[config.mk]
export PLATFORM = sky130hd
export DESIGN_NAME = bcd_alu
export DESIGN_NICKNAME = d
export VERILOG_FILES = /design/src/rtl/bcd_alu.sv
export SDC_FILE = /design/constraint.sdc
export NUM_CORES = 1
export LEC_CHECK = 0
export BUFFER_PORTS_ARGS = -buffer_cell sky130_fd_sc_hd__buf_4
export CAP_MARGIN = 40
export CORE_ASPECT_RATIO = 0.7
export CORE_UTILIZATION = 55
export DETAILED_ROUTE_END_ITERATION = 8
export GPL_TIMING_DRIVEN = 0
export PLACE_DENSITY = 0.95
export SLEW_MARGIN = 25
export SYNTH_ARGS = -nofsm -noshare
export SYNTH_HDL_FRONTEND = slang
export SYNTH_SLANG_ARGS = --single-unit
[constraint.sdc]
create_clock -name vclk -period 35.7
set_input_delay 10.71 -clock vclk [all_inputs]
set_output_delay 10.71 -clock vclk [all_outputs]
set_load 0.01 [all_outputs]
[src/rtl/bcd_alu.sv]
module bcd_alu (
  input  logic [7:0] a_in,
  input  logic [7:0] x_in,
  input  logic [7:0] y_in,
  input  logic [7:0] m_in,
  input  logic       c_in,
  input  logic       dec_in,
  input  logic       v_in,
  input  logic [2:0] op,
  output logic [7:0] res,
  output logic       wr_en,
  output logic       n_out,
  output logic       z_out,
  output logic       c_out,
  output logic       v_out
);

  // carry in bit 4, digit in bits 3:0
  function automatic logic [4:0] fix_digit(input logic [4:0] raw, input logic en, input logic subm);
    logic [4:0] up;
    up = {1'b0, raw[3:0]} + 5'd6;
    if (!en) return raw;
    if (subm) begin
      if (!raw[4]) return {raw[3:0] < 4'd6, raw[3:0] - 4'd6};
      return raw;
    end
    if (raw[4] || raw[3:0] > 4'd9) return {raw[4] | up[4], up[3:0]};
    return raw;
  endfunction

  logic       cmp, sub, dec, cin;
  logic [7:0] lhs, opnd;
  logic [8:0] bin;
  logic [4:0] lo_raw, lo_fix, hi_raw, hi_fix;

  assign cmp  = op[2];
  assign sub  = cmp | op[0];
  assign dec  = dec_in & ~cmp;
  assign cin  = cmp | c_in;
  assign opnd = sub ? ~m_in : m_in;

  always_comb begin
    lhs = a_in;
    if (cmp && op[1:0] == 2'b01) lhs = x_in;
    if (cmp && op[1:0] == 2'b10) lhs = y_in;
  end

  assign bin    = {1'b0, lhs} + {1'b0, opnd} + 9'(cin);
  assign lo_raw = {1'b0, lhs[3:0]} + {1'b0, opnd[3:0]} + 5'(cin);
  assign lo_fix = fix_digit(lo_raw, dec, sub);
  assign hi_raw = {1'b0, lhs[7:4]} + {1'b0, opnd[7:4]} + 5'(lo_fix[4]);
  assign hi_fix = fix_digit(hi_raw, dec, sub);

  assign res   = {hi_fix[3:0], lo_fix[3:0]};
  assign c_out = hi_fix[4];
  assign n_out = hi_raw[3];
  assign z_out = (bin[7:0] == 8'h00);
  assign v_out = cmp ? v_in : ((lhs[7] == opnd[7]) && (hi_raw[3] != lhs[7]));
  assign wr_en = ~cmp;

  always_comb begin
    if (!dec)
      AST_BIN_SUM: assert ({c_out, res} == bin) else $error("binary chain disagrees with full sum");
    if (cmp)
      AST_CMP_NO_WRITE: assert (!wr_en && v_out == v_in) else $error("compare wrote or changed V");
    if (cmp)
      AST_CMP_ORDER: assert (c_out == (lhs >= m_in) && z_out == (lhs == m_in)) else $error("compare flags wrong");
    if (dec && !sub && a_in[3:0] < 4'd10 && a_in[7:4] < 4'd10 && m_in[3:0] < 4'd10 && m_in[7:4] < 4'd10)
      AST_DEC_ADD_BCD: assert (res[3:0] < 4'd10 && res[7:4] < 4'd10) else $error("BCD add left bad digit");
    if (dec && sub && a_in[3:0] < 4'd10 && a_in[7:4] < 4'd10 && m_in[3:0] < 4'd10 && m_in[7:4] < 4'd10)
      AST_DEC_SUB_BCD: assert (res[3:0] < 4'd10 && res[7:4] < 4'd10) else $error("BCD subtract left bad digit");
  end

endmodule

[Yosys cells after proc, flatten, opt, wreduce, memory -nomap -nowiden]
Cells that the tools add are included.
Word-level totals
  flip-flop bits (word level): 0
  output and inout port bits: 13
  logic and storage cells: 65
Operators by class
  add/sub/neg operators: 10
  magnitude comparators: 4
  eq/ne operators: 4
  multiplexer cells: 34
  bitwise gates (word level): 7
  reduce and logical (&&, ||, !) cells: 6
Operators with widths (number)
  5-bit two-way mux: 16
  8-bit two-way mux: 3
  1-bit two-way mux: 15
  4-bit by 3-bit adder with 5-bit output, second input constant: 2
  4-bit by 4-bit adder with 5-bit output: 2
  5-bit by 1-bit adder with 5-bit output: 2
  8-bit by 1-bit adder with 8-bit output: 1
  8-bit adder: 1
  4-bit greater-than comparator, second input constant: 2
  8-bit logical NOT: 1
  4-bit by 3-bit less-than comparator with 1-bit output, second input constant: 2
  8-bit inverter: 1
  4-bit by 3-bit subtractor with 4-bit output, second input constant: 2
  1-bit bitwise OR: 4
  1-bit logical AND: 3
  2-bit by 1-bit equality test with 1-bit output, second input constant: 1
  2-bit equality test, second input constant: 1
  1-bit logical OR: 2
  1-bit AND: 1
  1-bit equality test: 1
  1-bit inequality test: 1
  1-bit inverter: 1

[Longest topological paths before layout]
Gate-level depths: netlist (run 1).
  depth after elaboration: 25
  depth in mapped cells: 23
  gate-level depth less buffers: 20

[Worst setup path before layout (run 1)]
OpenSTA, ideal clock, no wires.
  path kind: input -> output
  start point: input op[2]
  end point: output res[6]
  arrival: 15.450 ns
  required time: 24.990 ns
  path slack: 9.540 ns
  cell stages on the path: 21
  buffers on the path: 2
  path through: buf_2 -> inv_1 -> buf_2 -> o311ai_0 -> o21ai_0 -> o21ai_0 -> fa_1 -> inv_1 -> fa_1 -> o22a_2 -> o221ai_1 -> nor4_1 -> a311o_2 -> fa_1 -> fa_1 -> xor2_1 -> inv_1 -> ha_1 -> nand4_1 -> o21ai_0 -> a221o_1
Between the ends
  elaborated cells on any way between the ends: 52
RTL lines
  start: declaration: line 9  | input logic [2:0] op,
  1-bit inverter (*)
  net wr_en: line 11  | output logic wr_en,
  1-bit AND (*): line 38  | assign dec = dec_in & ~cmp;
  branches (longest 10 deep; another with 5-bit by 1-bit adder with 5-bit output)
  5-bit two-way mux (*): line 23  | if (subm) begin
  end: declaration: line 10  | output logic [7:0] res,
Mark *: on every way through the listed nets, which the timed path passes. The select of a mux whose other input is x is not followed.

[Worst setup path after layout (run 1)]
  start point: input op[0]
  end point: output res[6]
Between the ends
  word-level cells in the longest chain between the ends: 25
  elaborated cells on any way between the ends: 51
RTL lines (line)
  branches (longest 24 deep; another with 4-bit by 4-bit adder with 5-bit output)
  5-bit two-way mux (*): 23
Mark *: on every way between the ends. The select of a mux whose other input is x is not followed.

==> flow_summary.json, run 1 <==
{
  "status": "completed",
  "rsz0062_at_grt": "no",
  "post-route-util_pct": 78.69,
  "sw_frac_of_total_pct": 54.04,
  "yosysWarnings": 0,
  "leakage_nw": 0.8015,
  "final_common_cell": "buf_4",
  "finalInstanceArea_mm2": 0.001723,
  "hold_viol_final": 0,
  "grt.total_usage_pct": 31.36,
  "overflow": 0,
  "nNetsFinal": 302,
  "ir_drop_mv": 0.02133,
  "drive_gt1_share_pct": 26.72,
  "routabilityCongestion": 0.8745,
  "finalWirelength_um": 3881,
  "crit_fanout": 10,
  "rows": 14,
  "area_growth_pct": 31.77,
  "slew_violations": 0,
  "dp_hpwl_um": 3079,
  "seqCellArea_um2": 0,
  "io_buffer_count": 50,
  "crit_start": "op[0]",
  "place_area_mm2": 0.001723,
  "antenna_cells": 0,
  "final_cell_mix": "51 x buf_4, 24 x o21ai_0, 18 x inv_1, 16 x nand2_1, 15 x a21oi_1",
  "drv_cap": 0,
  "stdcell_count": 279,
  "cp-end-kind": "output port",
  "worstSetupStartpointType": "input port",
  "dp_cells": 279,
  "hold_path_class": "input port to output port",
  "synth_nets": 250,
  "grt_pass1_wl_um": 6437,
  "wl_per_cell_um": 13.91,
  "setup.worst_path.class": "input port to output port",
  "antenna_left": 0,
  "slew-limit-headroom_pct": 59.89,
  "core-area_mm2": 0.002190,
  "layout_min_cycle_time_ns": 27.23,
  "n_fill_cell": 167,
  "netlist_instances": 197,
  "ys_types": 44,
  "p_clk_share_pct": 0,
  "viasPerCell": 6.122,
  "p_comb_share_pct": 100.0,
  "cts_setup_buffers": 0,
  "hold_buffers": 0,
  "min_from": "v_in",
  "timing.final.crit_share_pct": 76.26,
  "die_area_mm2": 0.002579,
  "grt_pass1_vias": 1532,
  "setup_tns_ns": 0,
  "grt_max_degree": 11,
  "cts-resized-gates": 0,
  "drt_iter0_markers": 156,
  "die_h_um": 42.80,
  "powerDensity_mw_per_mm2": 35.09,
  "start_util_pct": 59.71,
  "num_vias": 1708,
  "die_w_um": 60.28,
  "avgSynthCellArea_um2": 6.637,
  "firstDrtPassIters": 4,
  "power_frac_seq_pct": 0,
  "ys_seq_area_share_pct": 0,
  "clkbuf_count": 0,
  "syn_area_mm2": 0.001308,
  "setup-violations-final": 0,
  "flops_and_latches": 0,
  "timing.fmax_ghz": 0.03673,
  "critPathRequiredTime_ns": 24.99,
  "internal_power_mw": 0.02778,
  "fin_ws_ns": 8.474,
  "switching_power_mw": 0.03267,
  "pre_cts_ws_ns": 8.649,
  "antenna_found_initial": 0,
  "drc": 0,
  "critical_path_arrival_ns": 16.52,
  "boundaryPins": 51,
  "tightest_slew_ns": 0.5961
}
routing by layer:
layer  wire (um)  GRT usage, %  share of wire [%]
met3         302         2.439                7.8
met4          41         6.977                1.1
met5           0             0                  0
met1        1781         41.83                 46
met2        1755         54.07                 45
per-stage QoR:
stage	hold WS, ns	power (mW)
2_1_floorplan	21.55	0.04082
3_3_place_gp	21.70	0.05790
3_5_place_dp	21.73	0.05934
4_1_cts	21.73	0.05951
5_1_grt	21.76	0.06649
6_report	21.73	0.06046
power groups by stage:
| stage | Sequential, mW | Combinational [mW] | Clock, mW |
|---|---|---|---|
| finish | 0 | 0.0605 | 0 |
| global route | 0 | 0.0665 | 0 |
| CTS | 0 | 0.0595 | 0 |
| detailed placement | 0 | 0.0593 | 0 |
| global placement | 0 | 0.0579 | 0 |
| floorplan | 0 | 0.0408 | 0 |
cells by family (layout without fill, tap and decap cells):
| logic type | count (synthesis) | after routing | share of synthesized area (%) |
|---|---|---|---|
| buffers and inverters | 32 | 82 | 10.62 |
| and+or+nand+nor | 51 | 51 | 18.76 |
| muxes | 3 | 3 | 2.297 |
| xor gates and xnor gates | 13 | 13 | 9.283 |
| AOI/OAI and AO/OA | 83 | 83 | 42.39 |
| adders and majority gates | 15 | 15 | 16.65 |
final cells by class:
type / count / area [um2] / share of cell area, %
timing repair buffer: 50 / 375.4 / 21.79
multi-input combinational: 165 / 1169 / 67.83
inverter: 18 / 67.56 / 3.922
tap: 32 / 40.04 / 2.324
buffer: 14 / 71.32 / 4.139
worst max-delay path, cell delays in order:
cell and delay, ns:
buf_4 0.08, buf_2 0.22, clkbuf_1 0.37, o21ai_0 0.19
o21ai_0 0.19, o21ai_0 0.18, fa_1 0.48, inv_1 0.09
fa_1 0.52, o22a_2 0.27, o221ai_1 0.32, nor4_1 0.12
a311o_2 0.39, fa_1 0.49, fa_1 0.43, xor2_1 0.42
inv_1 0.11, ha_1 0.32, nand4_1 0.10, o21ai_0 0.09
a221o_1 0.27, buf_4 0.14
final timing paths:
path,to,cells past startpoint
setup / recovery,res[6],22
hold / removal,v_out,4
Yosys cell counts (3+ instances only):
library cell | number | area, um2
o21ai_0 | 24 | 120.1
nor2_1 | 13 | 48.80
a21oi_2 | 3 | 26.28
nor2b_1 | 3 | 18.77
o31ai_1 | 9 | 67.56
a21o_1 | 4 | 30.03
xnor2_1 | 8 | 70.07
nor4_1 | 3 | 18.77
nand4_1 | 3 | 18.77
ha_1 | 11 | 137.6
buf_2 | 6 | 30.03
o21a_1 | 3 | 22.52
nor3_1 | 5 | 25.02
nand2b_1 | 3 | 18.77
fa_1 | 4 | 80.08
a21oi_1 | 15 | 75.07
xor2_1 | 4 | 35.03
inv_1 | 18 | 67.56
clkbuf_1 | 5 | 18.77
o22ai_1 | 6 | 37.54
nand2_1 | 16 | 60.06
mux2i_1 | 3 | 30.03
Power figures use the tool's default switching activity.
==> run 2: changes to the inputs <==
Settings changed: CORE_UTILIZATION 55 to 47, PLACE_DENSITY 0.95 to 0.88.
Clock period 35.7 ns to 21.9 ns, I/O delays scaled along.
==> run 2 against run 1 <==
Effect of this change: sequential share of layout area unchanged; clock-buffer cell count unchanged; utilization decreased by 11 points; sequential cell count unchanged; wire length down 4.4%; critical path type unchanged; non-clock buffer count is the same; combinational power grew 61%; critical path depth increased by 1; first-iteration DRC count is 24% lower; die area rose by 16%.
==> flow_summary.json, run 2 (synthesized netlist as in run 1, its figures left out) <==
{
  "critPathRequiredTime_ns": 15.33,
  "final_cell_mix": "51 x buf_4, 24 x o21ai_0, 18 x inv_1, 16 x nand2_1, 15 x a21oi_1",
  "powerDensity_mw_per_mm2": 56.40,
  "hold_buffers": 0,
  "ir_drop_mv": 0.03011,
  "hold_viol_final": 0,
  "drc": 0,
  "cp-end-kind": "output port",
  "die_h_um": 46.13,
  "grt_pass1_vias": 1398,
  "post-route-util_pct": 67.60,
  "p_clk_share_pct": 0,
  "grt_max_degree": 11,
  "io_buffer_count": 50,
  "boundaryPins": 51,
  "core-area_mm2": 0.002552,
  "total_power_mw": 0.09731,
  "critical_path_arrival_ns": 12.29,
  "setup-violations-final": 0,
  "routabilityCongestion": 0.9266,
  "dp_hpwl_um": 2979,
  "grt_pass1_wl_um": 6147,
  "hold_path_class": "input port to output port",
  "drive_gt1_share_pct": 26.72,
  "status": "completed",
  "seqCellArea_um2": 0,
  "rows": 15,
  "slew_violations": 0,
  "cts-resized-gates": 0,
  "layout_min_cycle_time_ns": 18.86,
  "wl_per_cell_um": 13.20,
  "tightest_slew_ns": 0.5716,
  "power_frac_seq_pct": 0,
  "setup.worst_path.class": "input port to output port",
  "stdcell_count": 281,
  "antenna_left": 0,
  "nNetsFinal": 302,
  "clkbuf_count": 0,
  "fin_ws_ns": 3.044,
  "final_common_cell": "buf_4",
  "die_area_mm2": 0.003000,
  "worstSetupStartpointType": "input port",
  "pre_cts_ws_ns": 3.103,
  "timing.final.crit_share_pct": 86.10,
  "p_comb_share_pct": 100.0,
  "overflow": 0,
  "slew-limit-headroom_pct": 61.54,
  "sw_frac_of_total_pct": 53.78,
  "hold_depth": 4,
  "internal_power_mw": 0.04497,
  "timing.fmax_ghz": 0.05303,
  "holdPathEnd": "v_out",
  "rsz0062_at_grt": "no",
  "setup_tns_ns": 0,
  "finalWirelength_um": 3710,
  "min_from": "v_in",
  "viasPerCell": 5.740,
  "grt.total_usage_pct": 25.72,
  "drv_cap": 0,
  "drt_iter0_markers": 119,
  "flops_and_latches": 0,
  "area_growth_pct": 31.96,
  "start_util_pct": 51.23,
  "dp_cells": 281,
  "antenna_found_initial": 0,
  "firstDrtPassIters": 4,
  "switching_power_mw": 0.05234,
  "antenna_cells": 0,
  "num_vias": 1613,
  "leakage_nw": 0.8015,
  "crit_fanout": 10,
  "die_w_um": 65.04,
  "cts_setup_buffers": 0
}
## run 2: per-layer routing
layer  global-route usage (%)  share of wire, %
met1                    37.08                50
met2                    46.25                44
met3                   0.4950               5.3
met4                        0                 0
met5                        0                 0
## run 2: how the worst max path moves through the flow
stage / from / endpoint / slack, ns / cells after the start
5_1_grt: op[0] / res[7] / 2.63 / 23
3_5_place_dp: op[0] / res[7] / 3.10 / 23
2_1_floorplan: op[2] / res[6] / 4.02 / 21
3_3_place_gp: op[0] / res[7] / 3.18 / 23
4_1_cts: op[0] / res[7] / 3.10 / 23
6_report: op[0] / res[7] / 3.04 / 23
## run 2: cell type report
type                            count  area [um2]
Buffer                             14       71.32
Fill cell                         258       827.0
Inverter                           18       67.56
Multi-Input combinational cell    165        1169
Tap cell                           34       42.54
Timing Repair Buffer               50       375.4
## run 2: per-stage QoR
step	hold WS, ns	instance area [um2]
2_1_floorplan	13.27	1308
3_3_place_gp	13.42	1725
3_5_place_dp	13.43	1725
4_1_cts	13.43	1725
5_1_grt	13.45	1725
6_report	13.43	1725
## run 2: power by group through the flow
stage	Sequential (mW)	Combinational (mW)	Clock [mW]
after floorplan	0	0.0665	0
after global placement	0	0.0948	0
after detailed placement	0	0.0960	0
after CTS	0	0.0966	0
after global routing	0	0.108	0
final	0	0.0973	0
## run 2: worst max-delay path, cell delays in order
cell	delay, ns
buf_4	0.08
buf_2	0.21
clkbuf_1	0.37
o21ai_0	0.16
o21ai_0	0.15
o21ai_0	0.17
fa_1	0.48
inv_1	0.10
fa_1	0.52
o22a_2	0.27
o221ai_1	0.30
nor4_1	0.11
a311o_2	0.39
fa_1	0.48
fa_1	0.42
xor2_1	0.42
inv_1	0.12
ha_1	0.22
nor3_1	0.24
mux2i_1	0.13
a21oi_1	0.16
a21oi_1	0.05
buf_4	0.15
